## src/rtl/bsync_pkg.sv

```systemverilog
package bsync_pkg;

    typedef enum logic [1:0] {
        MB_IDLE = 2'd0,
        MB_PULL = 2'd1,
        MB_WAIT = 2'd2
    } mb_state_e;

endpackage

```

## src/rtl/bsync_member.sv

```systemverilog
module bsync_member #(
    parameter int CHW = 2
) (
    input  logic           clk,
    input  logic           rst_n,
    input  logic           init_i,
    input  logic           done_i,
    input  logic [CHW-1:0] sel_i,
    input  logic           line_i,
    output logic           pull_o,
    output logic           wait_o,
    output logic [CHW-1:0] chan_o,
    output logic           release_o
);
    import bsync_pkg::*;

    typedef struct packed {
        mb_state_e      state;
        logic [CHW-1:0] chan;
        logic           rel;
    } member_t;

    member_t mb_d, mb_q;

    always_comb begin
        mb_d     = mb_q;
        mb_d.rel = 1'b0;
        case (mb_q.state)
            MB_IDLE: begin
                // a simultaneous done is dropped here
                if (init_i) begin
                    mb_d.state = MB_PULL;
                    mb_d.chan  = sel_i;
                end
            end
            MB_PULL: begin
                if (done_i) begin
                    mb_d.state = MB_WAIT;
                end
            end
            MB_WAIT: begin
                if (line_i) begin
                    mb_d.state = MB_IDLE;
                    mb_d.rel   = 1'b1;
                end
            end
            default: mb_d.state = MB_IDLE;
        endcase
    end

    always_ff @(posedge clk) begin
        if (!rst_n) begin
            mb_q <= '{state: MB_IDLE, chan: '0, rel: 1'b0};
        end else begin
            mb_q <= mb_d;
        end
    end

    assign pull_o    = (mb_q.state == MB_PULL);
    assign wait_o    = (mb_q.state == MB_WAIT);
    assign chan_o    = mb_q.chan;
    assign release_o = mb_q.rel;

endmodule

```

## src/rtl/bsync_wire.sv

```systemverilog
module bsync_wire #(
    parameter int N_CTRL = 8,
    parameter int N_CHAN = 4,
    parameter int CHW    = 2
) (
    input  logic [N_CTRL-1:0]     pull_i,
    input  logic [N_CTRL*CHW-1:0] chan_i,
    input  logic [N_CHAN-1:0]     hold_i,
    output logic [N_CHAN-1:0]     line_o
);
    for (genvar c = 0; c < N_CHAN; c++) begin : g_chan
        logic low_d;
        always_comb begin
            low_d = hold_i[c];
            for (int i = 0; i < N_CTRL; i++) begin
                if (pull_i[i] && (chan_i[i*CHW +: CHW] == CHW'(c))) begin
                    low_d = 1'b1;
                end
            end
        end
        assign line_o[c] = ~low_d;
    end

endmodule

```

## src/rtl/bsync_barrier.sv

```systemverilog
module bsync_barrier #(
    parameter int N_CTRL = 8,
    parameter int N_CHAN = 4,
    localparam int CHW   = (N_CHAN > 1) ? $clog2(N_CHAN) : 1
) (
    input  logic                  clk,
    input  logic                  rst_n,
    input  logic [N_CTRL-1:0]     init_i,
    input  logic [N_CTRL-1:0]     done_i,
    input  logic [N_CTRL*CHW-1:0] sel_i,
    input  logic [N_CHAN-1:0]     hold_i,
    output logic [N_CTRL-1:0]     release_o,
    output logic [N_CHAN-1:0]     line_o
);
    logic [N_CTRL-1:0]     pull_w;
    logic [N_CTRL-1:0]     wait_w;
    logic [N_CTRL-1:0]     tap_w;
    logic [N_CTRL*CHW-1:0] chan_w;
    logic [N_CHAN-1:0]     line_w;

    bsync_wire #(
        .N_CTRL(N_CTRL),
        .N_CHAN(N_CHAN),
        .CHW   (CHW)
    ) u_wire (
        .pull_i(pull_w),
        .chan_i(chan_w),
        .hold_i(hold_i),
        .line_o(line_w)
    );

    for (genvar i = 0; i < N_CTRL; i++) begin : g_mem
        assign tap_w[i] = line_w[chan_w[i*CHW +: CHW]];

        bsync_member #(
            .CHW(CHW)
        ) u_mem (
            .clk      (clk),
            .rst_n    (rst_n),
            .init_i   (init_i[i]),
            .done_i   (done_i[i]),
            .sel_i    (sel_i[i*CHW +: CHW]),
            .line_i   (tap_w[i]),
            .pull_o   (pull_w[i]),
            .wait_o   (wait_w[i]),
            .chan_o   (chan_w[i*CHW +: CHW]),
            .release_o(release_o[i])
        );
    end

    assign line_o = line_w;

endmodule

```

## config.mk

```make
export PLATFORM = sky130hd
export DESIGN_NAME = bsync_barrier
export DESIGN_NICKNAME = d
export VERILOG_FILES = /design/src/rtl/bsync_pkg.sv /design/src/rtl/bsync_member.sv /design/src/rtl/bsync_wire.sv /design/src/rtl/bsync_barrier.sv
export SDC_FILE = /design/constraint.sdc
export NUM_CORES = 1
export LEC_CHECK = 0
export ABC_AREA = 1
export BUFFER_PORTS_ARGS = -buffer_cell sky130_fd_sc_hd__buf_4
export CORE_ASPECT_RATIO = 0.75
export CORE_MARGIN = 5
export CORE_UTILIZATION = 30
export DETAILED_ROUTE_END_ITERATION = 8
export SETUP_SLACK_MARGIN = 0.3
export SLEW_MARGIN = 20
export SYNTH_ARGS = -nofsm -noshare
export SYNTH_HDL_FRONTEND = slang
export SYNTH_SLANG_ARGS = --single-unit
```

## constraint.sdc

```tcl
create_clock -name clk -period 1.39 [get_ports clk]
set_input_delay 0.278 -clock clk [delete_from_list [all_inputs] [get_ports clk]]
set_output_delay 0.278 -clock clk [all_outputs]
set_load 0.01 [all_outputs]
```

==> impl_results.md <==
- Worst hold path type: in -> reg
- Critical-path top delay cell: dfxtp_4
- Die height: just under 90 microns
- CP top delay family: simple AND/OR/NAND/NOR gates
- Initial Util: 30.3%
- Vias in the first global route: between 2000 and 2500
- Met2 GRT Util: a little under a quarter
- WP data arrival: 1.37 ns
- Global placer's final weighted congestion: 0.830
- Cells after synthesis: ~360
- Syn Area/Cell: 6.49 sq um
- First-pass GRT wire length: between 10000 and 15000 microns
- I/O pins: 50
- Syn Nets: 400
- Synth area leaders: dfxtp_1 34%, nand2_1 14%, nand4_1 8.5%
- Buf+Inv Stages, Crit Path: 1
- WS Path Type: reg -> out
- Ys Warns: 0
- Max-cap violations: 0
- WP data required: 1.11 ns
- Top Usage Layer GRT: met2
- Share of cells above drive strength 1: between 40% and 50%
- Critical Path, Cell by Cell: nor2_1 -> nand2_1 -> nand2_1 -> nor2_4 -> and3_4 -> buf_6
- Post-synth top area cell: dfxtp_1
- CTS clock-pin slew for the worst setup and hold paths: about 0.08 ns
- Cell with the most instances after synthesis: nand2_1
- Post-synthesis instance area: 2350 sq um
- Largest stage delay on the critical path: approximately 0.36 ns
- GR Layer Usage met1: a little under 20%
- Critical path peak fanout: 5
- Clock root cell: clkbuf_8
- Slew @ Worst Pin: roughly 0.3 ns
- Peak supply drop: between 0.4 and 0.5 mV
- Hold_buf cts: 0
- Mux cell area share after synthesis: 0%
- Lkg Pwr: about 1.8 nW
- DRT Wirelength: 6860 microns
- RSZ-0062 raised after global routing: true
- Final ANT Viol Nets: 0
- CTS tree: built
- Via count: around 2600
- Most used cell, CP: nand2_1
- Avg WL per Cell: roughly 12 microns
- CP Capture Type: primary output
- Hold Vio Cnt, Final: 0
- DRC viols: 0
- Slew Viols, Final: 0
- Register area share after synthesis: 34.1%
- Chip width: between 100 and 150 microns
- Failing checks: negative setup slack
- Sink Count: 40
- GR Util met3: under 10%
- Vias/cell: ~4.5
- Post-layout min period: between 1.5 and 2 ns
- Skew-Pair Late Insertion Delay: roughly 0.29 ns
- I/O Buffers: slightly below 50
- Max H-tree Level: 2
- Most common flop cell mapped by yosys: dfxtp_1
- Initial DRC Count: approximately 200
- Antenna diodes: 0
- Status: finished with violations
- Adder-cell share of the synthesized area: 0%
- CTS buffer count: 5
- Post-synthesis compound-gate area fraction: a little over an eighth
- Placed Area: 3230 sq um
- Area growth syn-to-layout: 55.7%
- Placed wire-length estimate: 4930 microns
- Clock Skew: approximately 0.0067 ns
- GRT overflow: 0
- Max Fclk: between 600 and 700 MHz
- Slew margin rel.: 80.0%
- Main combinational cell family by area after synthesis: simple AND/OR/NAND/NOR gates
- Final Cycle Share: 118%
- # rows: 28
- Largest net degree at the start of global routing: 27
- Initial antenna violation count: 0
- PwrDens: slightly below 900 nW/um^2
- Clk buf depth: 2
- Synth Area in XOR/XNOR: 0%
- Synth top cells by count: 89 x nand2_1, 51 x inv_1, 41 x nor2_1
- Final Instance Area: roughly 3700 sq um
- GRT Util Overall: around 14%
- Share of the synthesized area in the top cell type: between 30% and 40%
- Worst setup margin: -0.257 ns
- Final setup vio count: 18
- Worst slack at placement: -0.0844 ns
- Count of flip-flops with a built-in enable after synthesis: 0
- CP Launch Type: register
- Async S/R FF share, synth: 0%
- Core ar.: between 7000 and 8000 sq um
- Post-synth cell types: 22
- Nets: around 510
- Die ar.: 9720 sq um
- Drt pass-1 iters: 4
- Post-Synth Simple-Gate Area: 40.4%
- Synth Register Bits: 40
## worst paths after layout
kind	from	to	slack, ns	depth (start not counted)
min	done_i[3]	g_mem[3].u_mem.mb_q[3]	0.24	4
min reg2reg	g_mem[5].u_mem.chan_o[1]	g_mem[5].u_mem.chan_o[1]	0.49	2
max	g_mem[5].u_mem.chan_o[1]	line_o[0]	-0.26	6
max reg2reg	g_mem[5].u_mem.chan_o[1]	g_mem[1].u_mem.mb_q[4]	-0.12	10
## flip-flops by register name, summed over array words and instances (netlist names)
register / flops
g_mem.u_mem.mb_q: 16
g_mem.u_mem.chan_o: 16
g_mem.u_mem.release_o: 8
## per-stage QoR
step / cells / utilization [%] / setup TNS [ns] / hold slack, ns / power (mW)
2_1_floorplan: 362 / - / 0 / 0.409 / 1.86
3_3_place_gp: 553 / 41.7 / -0.381 / 0.462 / 2.26
3_5_place_dp: 553 / 41.7 / -0.456 / 0.463 / 2.27
4_1_cts: 579 / 46.3 / -1.60 / 0.238 / 3.24
5_1_grt: 580 / 47.2 / -3.75 / 0.238 / 3.46
6_report: 580 / 47.2 / -1.81 / 0.239 / 3.25
## routing by layer
| metal | vias up | part of all wire, % |
|---|---|---|
| met2 | 63 | 46 |
| met1 | 1173 | 48 |
| met5 | - | 0 |
| met3 | 6 | 5.4 |
| li1 | 1389 | - |
| met4 | 0 | 0.54 |
## power by group
| part | total, mW | internal (mW) | leakage, nW | switching (mW) |
|---|---|---|---|---|
| logic | 1.11 | 0.530 | 1.38 | 0.576 |
| registers | 1.31 | 1.24 | 0.336 | 0.0695 |
| clock network | 0.834 | 0.442 | 0.0503 | 0.391 |
| total | 3.25 | 2.21 | 1.76 | 1.04 |
## tightest hold or removal path: cells and delay by family
kind	cells	cell delay [ns]
AND/OR/NAND/NOR	1	0.05
AO/OA/AOI/OAI	1	0.05
buffers and inverters	2	0.11
## cell usage in the layout, fill, tap and decap left out, types with 18 or more instances in the layout
master and instances:
nor2_2 19, inv_1 45, a21oi_1 24, dfxtp_1 18
nand4_1 32, nor2_1 29, buf_4 108, dfxtp_2 21
nand2_1 76
## final cells by class
type                    instances  area [sq um]
flip-flops and latches         40           831
fillers                       782          4090
inverters                      55           206
multi-input cells             256          1480
well taps                     105           131
clock buffers                   7          96.3
repair buffers                117           912
## kinds of logic (layout without fill, tap and decap cells)
kind of cell | Yosys count | count (layout)
simple gates | 202 | 202
buf+inv | 66 | 179
compound gates | 54 | 54
flops | 40 | 40
## repair_timing
action,in CTS,in global routing
setup buffers,19,1
pin swaps,27,11
gates resized for setup,47,29
setup endpoints to repair,20,34
Power figures use the tool's default switching activity.
